==> config.mk <==
export PLATFORM = sky130hd
export DESIGN_NAME = link_speed_seq
export DESIGN_NICKNAME = d
export VERILOG_FILES = /design/src/rtl/lsq_pkg.sv /design/src/rtl/lsq_xact.sv /design/src/rtl/lsq_delay.sv /design/src/rtl/link_speed_seq.sv
export SDC_FILE = /design/constraint.sdc
export NUM_CORES = 1
export LEC_CHECK = 0
export ABC_AREA = 1
export BUFFER_PORTS_ARGS = -buffer_cell sky130_fd_sc_hd__buf_4
export CAP_MARGIN = 20
export CORE_MARGIN = 1
export CORE_UTILIZATION = 40
export DETAILED_ROUTE_END_ITERATION = 8
export GPL_TIMING_DRIVEN = 1
export PLACE_DENSITY = 0.74
export REMOVE_ABC_BUFFERS = 1
export SLEW_MARGIN = 25
export SYNTH_ARGS = -nofsm -noshare
export SYNTH_HDL_FRONTEND = slang
export SYNTH_SLANG_ARGS = --single-unit
==> constraint.sdc <==
create_clock -name clk -period 2.55 [get_ports clk]
set_input_delay 0 -clock clk [delete_from_list [all_inputs] [get_ports clk]]
set_output_delay 0 -clock clk [all_outputs]
set_load 0.005 [all_outputs]
==> src/rtl/lsq_pkg.sv <==
package lsq_pkg;

  localparam int REG_DW = 32;

  // bit positions decoded by the controller and PHY register files
  localparam int LINK_UP_BIT   = 4;
  localparam int TRAINING_BIT  = 29;
  localparam int SPD_CHG_BIT   = 17;
  localparam int SPD_LSB       = 16;
  localparam int RX_DATA_EN    = 5;
  localparam int RX_PLL_EN     = 3;

  localparam logic [3:0] GEN1 = 4'd1;
  localparam logic [3:0] GEN2 = 4'd2;

  typedef enum logic [4:0] {
    ST_IDLE,
    ST_CAP_RD,
    ST_CAP_WR,
    ST_LNK_GAP,
    ST_LNK_RD,
    ST_UP_RD,
    ST_UP_WR,
    ST_SC_RD,
    ST_SC_WR,
    ST_SC_GAP,
    ST_SC_POLL,
    ST_STAT_RD,
    ST_RX_RD1,
    ST_RX_WR1,
    ST_RX_HOLD,
    ST_RX_RD2,
    ST_RX_WR2
  } seq_st_t;

  function automatic logic [REG_DW-1:0] put_speed(input logic [REG_DW-1:0] v,
                                                  input logic [3:0] gen);
    return {v[REG_DW-1:4], gen};
  endfunction

endpackage

==> src/rtl/lsq_xact.sv <==
module lsq_xact #(
  parameter int AW = 12,
  parameter int DW = 32
) (
  input  logic          clk,
  input  logic          rst_n,
  input  logic          go,
  input  logic          wr,
  input  logic [AW-1:0] addr,
  input  logic [DW-1:0] wdata,
  output logic          fin,
  output logic [DW-1:0] rdata,
  output logic          req_valid,
  input  logic          req_ready,
  output logic          req_write,
  output logic [AW-1:0] req_addr,
  output logic [DW-1:0] req_wdata,
  input  logic          rsp_valid,
  input  logic [DW-1:0] rsp_rdata
);

  typedef enum logic [1:0] {X_IDLE, X_REQ, X_RSP} x_st_t;
  x_st_t st;

  assign req_valid = (st == X_REQ);

  always_ff @(posedge clk) begin
    if (!rst_n) begin
      st        <= X_IDLE;
      fin       <= 1'b0;
      rdata     <= '0;
      req_write <= 1'b0;
      req_addr  <= '0;
      req_wdata <= '0;
    end else begin
      fin <= 1'b0;
      case (st)
        X_IDLE: if (go) begin
          req_write <= wr;
          req_addr  <= addr;
          req_wdata <= wdata;
          st        <= X_REQ;
        end
        X_REQ: if (req_ready) st <= X_RSP;
        X_RSP: if (rsp_valid) begin
          rdata <= rsp_rdata;
          fin   <= 1'b1;
          st    <= X_IDLE;
        end
        default: st <= X_IDLE;
      endcase
    end
  end

  AST_REQ_HOLD: assert property (@(posedge clk) disable iff (!rst_n)
    (req_valid && !req_ready) |=> (req_valid && $stable(req_addr) &&
                                   $stable(req_wdata) && $stable(req_write)));
  AST_ONE_OUTSTANDING: assert property (@(posedge clk) disable iff (!rst_n)
    go |-> (st == X_IDLE));

endmodule

==> src/rtl/lsq_delay.sv <==
module lsq_delay #(
  parameter int W = 8
) (
  input  logic         clk,
  input  logic         rst_n,
  input  logic         load,
  input  logic [W-1:0] load_val,
  output logic         zero
);

  logic [W-1:0] cnt;

  always_ff @(posedge clk) begin
    if (!rst_n)            cnt <= '0;
    else if (load)         cnt <= load_val;
    else if (cnt != '0)    cnt <= cnt - 1'b1;
  end

  assign zero = (cnt == '0);

endmodule

==> src/rtl/link_speed_seq.sv <==
module link_speed_seq
  import lsq_pkg::*;
#(
  parameter int unsigned REG_AW     = 12,
  parameter int unsigned PHY_AW     = 16,
  parameter int unsigned PHY_DW     = 16,
  parameter int unsigned POLL_GAP   = 100,
  parameter int unsigned LINK_TRIES = 1000,
  parameter int unsigned SPD_TRIES  = 200,
  parameter int unsigned RECOV_CYC  = 250000,
  parameter logic [REG_AW-1:0] CAP_ADDR  = 12'h010,
  parameter logic [REG_AW-1:0] STAT_ADDR = 12'h014,
  parameter logic [REG_AW-1:0] DBG_ADDR  = 12'h020,
  parameter logic [REG_AW-1:0] CTRL_ADDR = 12'h030,
  parameter logic [PHY_AW-1:0] RXOVR_ADDR = 16'h1005
) (
  input  logic              clk,
  input  logic              rst_n,
  input  logic              start,
  input  logic [1:0]        max_gen,
  output logic              done,
  output logic              fail,
  output logic [3:0]        cur_speed,
  output logic              train_en,
  output logic              reg_req_valid,
  input  logic              reg_req_ready,
  output logic              reg_req_write,
  output logic [REG_AW-1:0] reg_req_addr,
  output logic [REG_DW-1:0] reg_req_wdata,
  input  logic              reg_rsp_valid,
  input  logic [REG_DW-1:0] reg_rsp_rdata,
  output logic              phy_req_valid,
  input  logic              phy_req_ready,
  output logic              phy_req_write,
  output logic [PHY_AW-1:0] phy_req_addr,
  output logic [PHY_DW-1:0] phy_req_wdata,
  input  logic              phy_rsp_valid,
  input  logic [PHY_DW-1:0] phy_rsp_rdata
);

  localparam int unsigned DLY_MAX = (POLL_GAP > RECOV_CYC) ? POLL_GAP : RECOV_CYC;
  localparam int unsigned DLY_W   = $clog2(DLY_MAX + 1);
  localparam int unsigned TRY_MAX = (LINK_TRIES > SPD_TRIES) ? LINK_TRIES : SPD_TRIES;
  localparam int unsigned TRY_W   = $clog2(TRY_MAX + 1);
  localparam logic [PHY_DW-1:0] RX_MASK = PHY_DW'((1 << RX_DATA_EN) | (1 << RX_PLL_EN));
  localparam logic [REG_DW-1:0] SC_MASK = REG_DW'(1) << SPD_CHG_BIT;

  seq_st_t st;
  logic [1:0]       gen_q;
  logic             second, issued;
  logic [TRY_W-1:0] tries;

  logic              reg_go, reg_wr, reg_fin;
  logic [REG_AW-1:0] reg_addr_c;
  logic [REG_DW-1:0] reg_wdata_c, reg_rd;
  logic              phy_go, phy_wr, phy_fin;
  logic [PHY_DW-1:0] phy_wdata_c, phy_rd;
  logic              dly_load, dly_zero;
  logic [DLY_W-1:0]  dly_val;
  logic              link_up, sc_busy, link_last, spd_last, fin_any;

  assign fin_any   = reg_fin | phy_fin;
  assign link_up   = reg_rd[LINK_UP_BIT] & ~reg_rd[TRAINING_BIT];
  assign sc_busy   = reg_rd[SPD_CHG_BIT];
  assign link_last = (int'(tries) + 1) >= int'(LINK_TRIES);
  assign spd_last  = (int'(tries) + 1) >= int'(SPD_TRIES);

  // request selection per state
  always_comb begin
    reg_go      = 1'b0;
    reg_wr      = 1'b0;
    reg_addr_c  = CAP_ADDR;
    reg_wdata_c = '0;
    phy_go      = 1'b0;
    phy_wr      = 1'b0;
    phy_wdata_c = '0;
    case (st)
      ST_CAP_RD, ST_UP_RD: reg_go = !issued;
      ST_CAP_WR: begin
        reg_go = !issued; reg_wr = 1'b1; reg_wdata_c = put_speed(reg_rd, GEN1);
      end
      ST_UP_WR: begin
        reg_go = !issued; reg_wr = 1'b1; reg_wdata_c = put_speed(reg_rd, GEN2);
      end
      ST_LNK_RD: begin reg_go = !issued; reg_addr_c = DBG_ADDR; end
      ST_SC_RD, ST_SC_POLL: begin reg_go = !issued; reg_addr_c = CTRL_ADDR; end
      ST_SC_WR: begin
        reg_go = !issued; reg_wr = 1'b1; reg_addr_c = CTRL_ADDR;
        reg_wdata_c = reg_rd | SC_MASK;
      end
      ST_STAT_RD: begin reg_go = !issued; reg_addr_c = STAT_ADDR; end
      ST_RX_RD1, ST_RX_RD2: phy_go = !issued;
      ST_RX_WR1: begin phy_go = !issued; phy_wr = 1'b1; phy_wdata_c = phy_rd | RX_MASK; end
      ST_RX_WR2: begin phy_go = !issued; phy_wr = 1'b1; phy_wdata_c = phy_rd & ~RX_MASK; end
      default: ;
    endcase
  end

  always_comb begin
    dly_load = fin_any && (st == ST_CAP_WR || st == ST_LNK_RD || st == ST_SC_WR ||
                           st == ST_SC_POLL || st == ST_RX_WR1);
    dly_val  = (st == ST_RX_WR1) ? DLY_W'(RECOV_CYC) : DLY_W'(POLL_GAP);
  end

  always_ff @(posedge clk) begin
    if (!rst_n) begin
      st        <= ST_IDLE;
      gen_q     <= '0;
      second    <= 1'b0;
      issued    <= 1'b0;
      tries     <= '0;
      done      <= 1'b0;
      fail      <= 1'b0;
      cur_speed <= '0;
      train_en  <= 1'b0;
    end else begin
      if (fin_any)               issued <= 1'b0;
      else if (reg_go || phy_go) issued <= 1'b1;
      case (st)
        ST_IDLE: if (start) begin
          done      <= 1'b0;
          fail      <= 1'b0;
          cur_speed <= '0;
          train_en  <= 1'b0;
          gen_q     <= max_gen;
          second    <= 1'b0;
          st        <= ST_CAP_RD;
        end
        ST_CAP_RD: if (reg_fin) st <= ST_CAP_WR;
        ST_CAP_WR: if (reg_fin) begin
          train_en <= 1'b1;
          tries    <= '0;
          st       <= ST_LNK_GAP;
        end
        ST_LNK_GAP: if (dly_zero) st <= ST_LNK_RD;
        ST_LNK_RD: if (reg_fin) begin
          if (link_up) begin
            tries <= '0;
            st    <= (second || gen_q != 2'd2) ? ST_STAT_RD : ST_UP_RD;
          end else if (link_last) begin
            st <= ST_RX_RD1;
          end else begin
            tries <= tries + 1'b1;
            st    <= ST_LNK_GAP;
          end
        end
        ST_UP_RD: if (reg_fin) st <= ST_UP_WR;
        ST_UP_WR: if (reg_fin) st <= ST_SC_RD;
        ST_SC_RD: if (reg_fin) st <= ST_SC_WR;
        ST_SC_WR: if (reg_fin) begin
          tries <= '0;
          st    <= ST_SC_GAP;
        end
        ST_SC_GAP: if (dly_zero) st <= ST_SC_POLL;
        ST_SC_POLL: if (reg_fin) begin
          if (!sc_busy) begin
            second <= 1'b1;
            tries  <= '0;
            st     <= ST_LNK_GAP;
          end else if (spd_last) begin
            st <= ST_RX_RD1;
          end else begin
            tries <= tries + 1'b1;
            st    <= ST_SC_GAP;
          end
        end
        ST_STAT_RD: if (reg_fin) begin
          cur_speed <= reg_rd[SPD_LSB +: 4];
          done      <= 1'b1;
          st        <= ST_IDLE;
        end
        ST_RX_RD1: if (phy_fin) st <= ST_RX_WR1;
        ST_RX_WR1: if (phy_fin) st <= ST_RX_HOLD;
        ST_RX_HOLD: if (dly_zero) st <= ST_RX_RD2;
        ST_RX_RD2: if (phy_fin) st <= ST_RX_WR2;
        ST_RX_WR2: if (phy_fin) begin
          fail <= 1'b1;
          st   <= ST_IDLE;
        end
        default: st <= ST_IDLE;
      endcase
    end
  end

  lsq_xact #(.AW(REG_AW), .DW(REG_DW)) reg_port_i (
    .clk(clk), .rst_n(rst_n), .go(reg_go), .wr(reg_wr), .addr(reg_addr_c),
    .wdata(reg_wdata_c), .fin(reg_fin), .rdata(reg_rd),
    .req_valid(reg_req_valid), .req_ready(reg_req_ready), .req_write(reg_req_write),
    .req_addr(reg_req_addr), .req_wdata(reg_req_wdata),
    .rsp_valid(reg_rsp_valid), .rsp_rdata(reg_rsp_rdata)
  );

  lsq_xact #(.AW(PHY_AW), .DW(PHY_DW)) phy_port_i (
    .clk(clk), .rst_n(rst_n), .go(phy_go), .wr(phy_wr), .addr(RXOVR_ADDR),
    .wdata(phy_wdata_c), .fin(phy_fin), .rdata(phy_rd),
    .req_valid(phy_req_valid), .req_ready(phy_req_ready), .req_write(phy_req_write),
    .req_addr(phy_req_addr), .req_wdata(phy_req_wdata),
    .rsp_valid(phy_rsp_valid), .rsp_rdata(phy_rsp_rdata)
  );

  lsq_delay #(.W(DLY_W)) pacer_i (
    .clk(clk), .rst_n(rst_n), .load(dly_load), .load_val(dly_val), .zero(dly_zero)
  );

  AST_DONE_FAIL_EXCL: assert property (@(posedge clk) disable iff (!rst_n)
    !(done && fail));
  AST_CAP_FIELD: assert property (@(posedge clk) disable iff (!rst_n)
    (reg_req_valid && reg_req_write && reg_req_addr == CAP_ADDR) |->
    (reg_req_wdata[3:0] == GEN1 || reg_req_wdata[3:0] == GEN2));
  AST_POLL_TRAINING: assert property (@(posedge clk) disable iff (!rst_n)
    (reg_req_valid && reg_req_addr == DBG_ADDR) |-> train_en);
  AST_SC_GEN2_ONLY: assert property (@(posedge clk) disable iff (!rst_n)
    (reg_req_valid && reg_req_addr == CTRL_ADDR) |-> (gen_q == 2'd2));
  AST_PHY_ON_FAIL_PATH: assert property (@(posedge clk) disable iff (!rst_n)
    phy_req_valid |-> (!done && !fail));

endmodule

Word level (Yosys, flattened, before mapping)
Cells that the tools add are included.
{"block": "op_classes", "n_addsub": 3, "order_cmp": 2, "n_eq_ne": 48, "mux": 63, "bitwise": 4, "reduce_logical": 41}
{"operator": "32-bit case mux with 3 select lines", "count": 1}
{"operator": "5-bit two-way mux", "count": 17}
{"operator": "5-bit case mux with 17 select lines", "count": 1}
{"operator": "10-bit two-way mux", "count": 7}
{"operator": "18-bit two-way mux", "count": 3}
{"operator": "5-bit by 4-bit == test with 1-bit output (second input constant)", "count": 8}
{"operator": "32-bit by 11-bit >= comparator with 1-bit output (second input constant)", "count": 1}
{"operator": "2-bit by 1-bit inequality test with 1-bit output (second input constant)", "count": 16}
{"operator": "16-bit case mux with 2 select lines", "count": 1}
{"operator": "10-bit case mux with 3 select lines", "count": 1}
{"operator": "4-bit two-way mux", "count": 6}
{"operator": "5-bit by 3-bit == test with 1-bit output (second input constant)", "count": 4}
{"operator": "2-bit inequality test (second input constant)", "count": 10}
{"operator": "18-bit logical NOT", "count": 1}
{"operator": "6-bit case mux with 3 select lines", "count": 1}
{"operator": "18-bit nonzero test", "count": 1}
{"operator": "18-bit by 1-bit subtractor with 18-bit output (second input constant)", "count": 1}
{"operator": "17-bit AND reduction", "count": 1}
{"operator": "3-bit AND reduction", "count": 5}
{"operator": "2-bit AND reduction", "count": 7}
{"operator": "2-bit two-way mux", "count": 6}
{"operator": "2-bit case mux with 3 select lines", "count": 2}
{"operator": "10-bit by 1-bit adder with 11-bit output (second input constant)", "count": 1}
{"operator": "11-bit by 8-bit >= comparator with 1-bit output (second input constant)", "count": 1}
{"operator": "27 further kinds", "count": 58}
{"block": "totals", "register_bits": 161, "word_cells": 183}

Depth between registers and ports, before layout
{"block": "logic_depth", "depth_word": 7, "mapped_depth": 16, "depth_no_buf": 15}

Modules after synthesis
Synthesis repeated with hierarchy kept, for this count alone.
{"block": "unflattened", "cells_unflattened": 1339, "hier_area_um2": 8609.5}
{"mod": "lsq_xact (reg_port_i)", "instances": 1, "cells_per_inst": 513, "area_each_um2": 3397.0, "seq_area_each_um2": 1601.5}
{"mod": "link_speed_seq", "instances": 1, "cells_per_inst": 389, "area_each_um2": 2113.3, "seq_area_each_um2": 520.5}
{"mod": "lsq_xact (phy_port_i)", "instances": 1, "cells_per_inst": 230, "area_each_um2": 1853.0, "seq_area_each_um2": 1041.0}
{"mod": "lsq_delay", "instances": 1, "cells_per_inst": 207, "area_each_um2": 1246.2, "seq_area_each_um2": 360.3}

Worst setup path before layout
OpenSTA, ideal clock, no wires.
{"block": "synth_path", "path_type": "register -> register", "from": "register tries[0]", "to": "register tries[0]", "setup_ps": 126, "t_arrival_ps": 1710, "required_time_ps": 2424, "path_slack_ps": 714, "path_stages_with_launch": 16, "path_buffers": 1, "cell_sequence": "dfxtp_1 > ha_1 > nand3_1 > nor2_1 > nor2_1 > nor2_1 > nand2_1 > nor2_1 > nand2_1 > nand2_1 > nand3_2 > nand2_4 > buf_6 > nand2_1 > nand2_1 > nor2_2"}
{"block": "synth_between", "elab_chain_len": 5, "elab_cells_between_ends": 14}
{"item": "start: declaration", "line_no": "link_speed_seq.sv:51", "rtl": "logic [TRY_W-1:0] tries;"}
{"item": "start signal: assignment", "line_no": "link_speed_seq.sv:143", "rtl": "tries <= tries + 1'b1;"}
{"item": "start signal: assignment", "line_no": "link_speed_seq.sv:163", "rtl": "tries <= tries + 1'b1;"}
{"item": "branches (longest 5 deep; another with 32-bit by 11-bit >= comparator with 1-bit output)"}
Several ways; the timed one is not identified. The select of a mux whose other input is x is not followed.
A chain may end at the register's enable or synchronous reset.

Final worst setup path
{"block": "layout_path", "from": "register st[1]", "to": "register phy_port_i.st[0]"}
{"block": "layout_between", "elab_chain_len": 5, "elab_cells_between_ends": 8}
{"item": "start: declaration", "line_no": "link_speed_seq.sv:48", "rtl": "seq_st_t st;"}
{"item": "start signal: assignment", "line_no": "link_speed_seq.sv:139", "rtl": "st <= (second || gen_q != 2'd2) ? ST_STAT_RD : ST_UP_RD;"}
{"item": "5-bit by 4-bit == test with 1-bit output / 5-bit == test (equally long branches)", "line_no": "link_speed_seq.sv:77", "rtl": "case (st)"}
{"item": "4-bit OR reduction (no source line) (*)"}
{"item": "1-bit two-way mux (*)"}
{"item": "2-bit inequality test (no source line) (*)"}
{"item": "3-bit AND reduction (no source line) (*)"}
{"item": "end signal: assignment", "line_no": "lsq_xact.sv:29", "rtl": "st <= X_IDLE;"}
{"item": "end signal: assignment", "line_no": "lsq_xact.sv:42", "rtl": "st <= X_REQ;"}
{"item": "end signal: assignment", "line_no": "lsq_xact.sv:44", "rtl": "X_REQ: if (req_ready) st <= X_RSP;"}
{"item": "end: declaration", "line_no": "lsq_xact.sv:23", "rtl": "x_st_t st;"}
Mark *: on every way between the ends. The rest lies on a longest branch, timed or not.

==> results <==
- The utilization after layout is between 50% and 60%.
- Timing would allow up to 411 MHz.
- The die outline area is 17000 um^2.
- The repair_antennas step left the layout with diodes totalling 0.
- The element type at the critical path start is a register.
- The class of the most critical hold timing path is in2reg.
- The time the worst path needs with I/O delays and setup is roughly 2.4 ns.
- From synthesis to final layout, the design area changed by 32.7%.
- The setup fix buffers added after clock tree synthesis is 0.
- After detailed routing, the average wire length per cell comes to 12.6 um.
- The post-synthesis area per instance is between 7 and 8 um^2.
- The first-pass GRT wire length is between 20000 and 30000 um.
- The area of the mapped netlist is roughly 6600 um^2.
- The remaining number of nets flagged by the antenna check after routing is 0.
- The overall power consumption is 0.00688 W.
- Of the synthesized area, sequential elements account for 45.3%.
- Measured against its own limit, the worst slew margin works out to between 50% and 60%.
- The share of post-route cells with drive strength above 1 is ~17%.
- The library cells used most frequently in the layout, excluding fill and tap cells, are 208 x nand2_1, 149 x dfxtp_1, 140 x a21oi_1.
- The leftover overflow at the end of global routing is 0.
- The number of max-slew violations in the final report was 0.
- IR analysis of the VDD net gives a maximum drop of between 400 and 500 uV.
- For the final routed database, the setup TNS stands at 0 ns.
- The count of endpoints failing hold in the final timing report was 0.
- The total global-route track usage is 20.7%.
- The number of port buffers is roughly 120.
- The final critical path takes up a little over nine tenths of the cycle.
- The synthesized instance count is ~920.
- The signal arrival time at the worst endpoint is approximately 2.7 ns.
- The smallest hold slack is ~0.15 ns.
- The cell taking the most area after synthesis is dfxtp_1.
- The maximum number of buffers from clock root to sink is 2.
- Buffers inserted during clock tree synthesis total 17.
- The total number of yosys warnings is 0.
- The number of maximum-capacitance constraint violations is 0.
- Once routing completed, OpenROAD measured the worst setup slack at ~0.12 ns.
- The initial antenna violation count is 0.
- The H-tree was split into 4 levels.
- The final weighted congestion in routability-driven placement is approximately 0.89.
- The pin count of the biggest net entering global routing is between 60 and 70.
- The layout net count is between 1000 and 1500.
- The floorplan die width is 130 um.
- The number of design-rule violations left by the first detailed-router iteration is 370.
- In the post-synthesis netlist, the biggest area contributors are dfxtp_1 45%, nand2_1 12%, a21oi_1 11%, inv_1 6.2%, o21ai_0 4.7%.
- After detailed routing, the number of remaining DRC violations is 0.
- The final layout contains routed wiring with a total length of 16500 um.
- CTS placed an instance of clkbuf_16 at the clock tree root.
- Summed over all cells, the static leakage comes to ~3.8 nW.
- Setup violations remaining at the end of the flow were counted as 0.
- Yosys mapped the design onto 39 distinct sky130hd cell types.
- Once detailed placement completed, the half-perimeter wirelength came to 10600 um.
- Clock latency on the worst-skew pair, taken at its later pin, is roughly 0.42 ns.
- The fraction of synthesized cell area taken by the top area cell type is ~45%.
- The via count of the first global-routing pass came to between 6000 and 7000.
- The highest fanout seen on the critical path is 18.
- The number of top-level pins is 144.
- The type of the setup path with the least slack is reg2reg.
- The core box area is 16000 um^2.
- Prior to clock tree synthesis, the placed netlist has a worst setup slack of ~0.34 ns.
- On the final layout, the worst clock skew is between 0.009 and 0.01 ns.
- The number of sinks handled by clock tree synthesis is between 100 and 150.
- The CTS tree is yes.
- The slew at the pin closest to its max-slew limit is a little under 0.7 ns.
- The required time of the worst setup path is ~2.9 ns.
- The worst setup path is captured at a register.
- Measured along the y axis, the die boundary spans 130 um.
- Counting flops and latches in the post-synthesis netlist gives around 150.
- Using the TritonRoute via totals, the vias-per-cell ratio works out to ~4.8.
- The leading cell type in the layout, fill and taps excluded is nand2_1.
- The run finished with clean final reports.
- The clock transition at the register clock pins on the worst setup and hold paths after CTS is 0.06 ns.
- The power density of the placed cells is 787 nW/um^2.
- Setup repair after global routing left no endpoint under its margin.
- The total number of vias is 6269.
- The starting utilization of the core area is about two fifths.
- In this run the core area contains 46 standard-cell rows.
- For this run, the detailed router's first-pass iteration total came to 4.
==> worst max-delay path, cell delays in order, from the launching register on <==
cell           delay [ns]
dfxtp_1              0.43
nor2_1               0.10
nand2_2              0.17
inv_1                0.10
a21oi_1              0.14
nand3_1              0.13
nand2_1              0.53
a21oi_1              0.13
dlygate4sd3_1        0.58
==> kinds of logic (layout without fill, tap and decap cells) <==
group	count (synthesis)	in the layout	synth area share [%]
AOI/OAI and AO/OA	211	211	16.5
xor gates and xnor gates	11	11	1.46
adders and majority gates	3	3	0.570
buffers and inverters	172	326	11.6
DFF	149	149	45.3
other	1	22	0.0569
and+or+nand+nor	372	372	24.6
==> power breakdown <==
group	switching, W	total, W	internal (W)
sequential	0.000142	0.00267	0.00253
clock	0.000976	0.00257	0.00159
combinational	0.00101	0.00164	0.000628
total	0.00213	0.00688	0.00475
==> sequential cells by signal, indices dropped and copies added (netlist names), 2 cells and up <==
signal / count
reg_port_i.rdata: 32
reg_port_i.req_wdata: 32
pacer_i.cnt: 18
phy_port_i.req_wdata: 15
phy_port_i.rdata: 14
tries: 10
st: 5
cur_speed: 4
reg_port_i.req_addr: 3
gen_q: 2
phy_port_i.st: 2
reg_port_i.st: 2
==> metal layers <==
| metal | part of all wire [%] | track usage (%) |
|---|---|---|
| met5 | 0 | 0 |
| met4 | 2.0 | 8.86 |
| met3 | 5.5 | 5.74 |
| met1 | 44 | 24.5 |
| met2 | 48 | 35.1 |
==> per-stage QoR <==
| stage | cells | instance area, um^2 |
|---|---|---|
| 2_1_floorplan | 879 | 6320 |
| 3_3_place_gp | 1224 | 7590 |
| 3_5_place_dp | 1224 | 7590 |
| 4_1_cts | 1310 | 8740 |
| 5_1_grt | 1310 | 8740 |
| 6_report | 1310 | 8740 |
==> synthesized netlist by cell type (all sizes together) <==
library cell and instances:
a22oi 1, a221oi 1, nand2 220, a31oi 2, dfxtp 149, nor4 6, nand3 40, buf 35
o21ai 63, inv 110, clkbuf 26, ha 3, xnor2 2, and3 1, a21oi 142, nand4 7
conb 1, nand3b 2, nor2 80, nor3 16, clkinv 1, xor2 9, a211oi 1, o211ai 1
==> layout make-up <==
| type | count | area (um^2) |
|---|---|---|
| repair buffers | 183 | 1530 |
| clock inverters | 11 | 148 |
| clock buffers | 21 | 460 |
| well taps | 216 | 270 |
| inverters | 111 | 418 |
| multi-input cells | 619 | 2930 |
| flip-flops and latches | 149 | 2980 |
| fillers | 1478 | 7260 |
==> repair_timing <==
action                                  CTS  global route
hold buffers                             54             0
hold endpoints to repair                 57             0
resized for setup                         0             0
endpoints found under the setup margin    0             0
==> path summary, 6_finish.rpt <==
path | startpoint | to | slack [ns] | cells after the start
hold reg to reg | reg_port_i.rdata[15]$_SDFFE_PN0P_ | reg_port_i.rdata[15]$_SDFFE_PN0P_ | 0.44 | 2
hold / removal | start | fail$_SDFFE_PN0P_ | 0.15 | 4
setup reg to reg | st[1]$_SDFFE_PN0P_ | phy_port_i.st[0]$_SDFFE_PN0P_ | 0.12 | 8
setup / recovery | st[1]$_SDFFE_PN0P_ | phy_port_i.st[0]$_SDFFE_PN0P_ | 0.12 | 8
No activity file was read; power rests on OpenSTA's default activity.
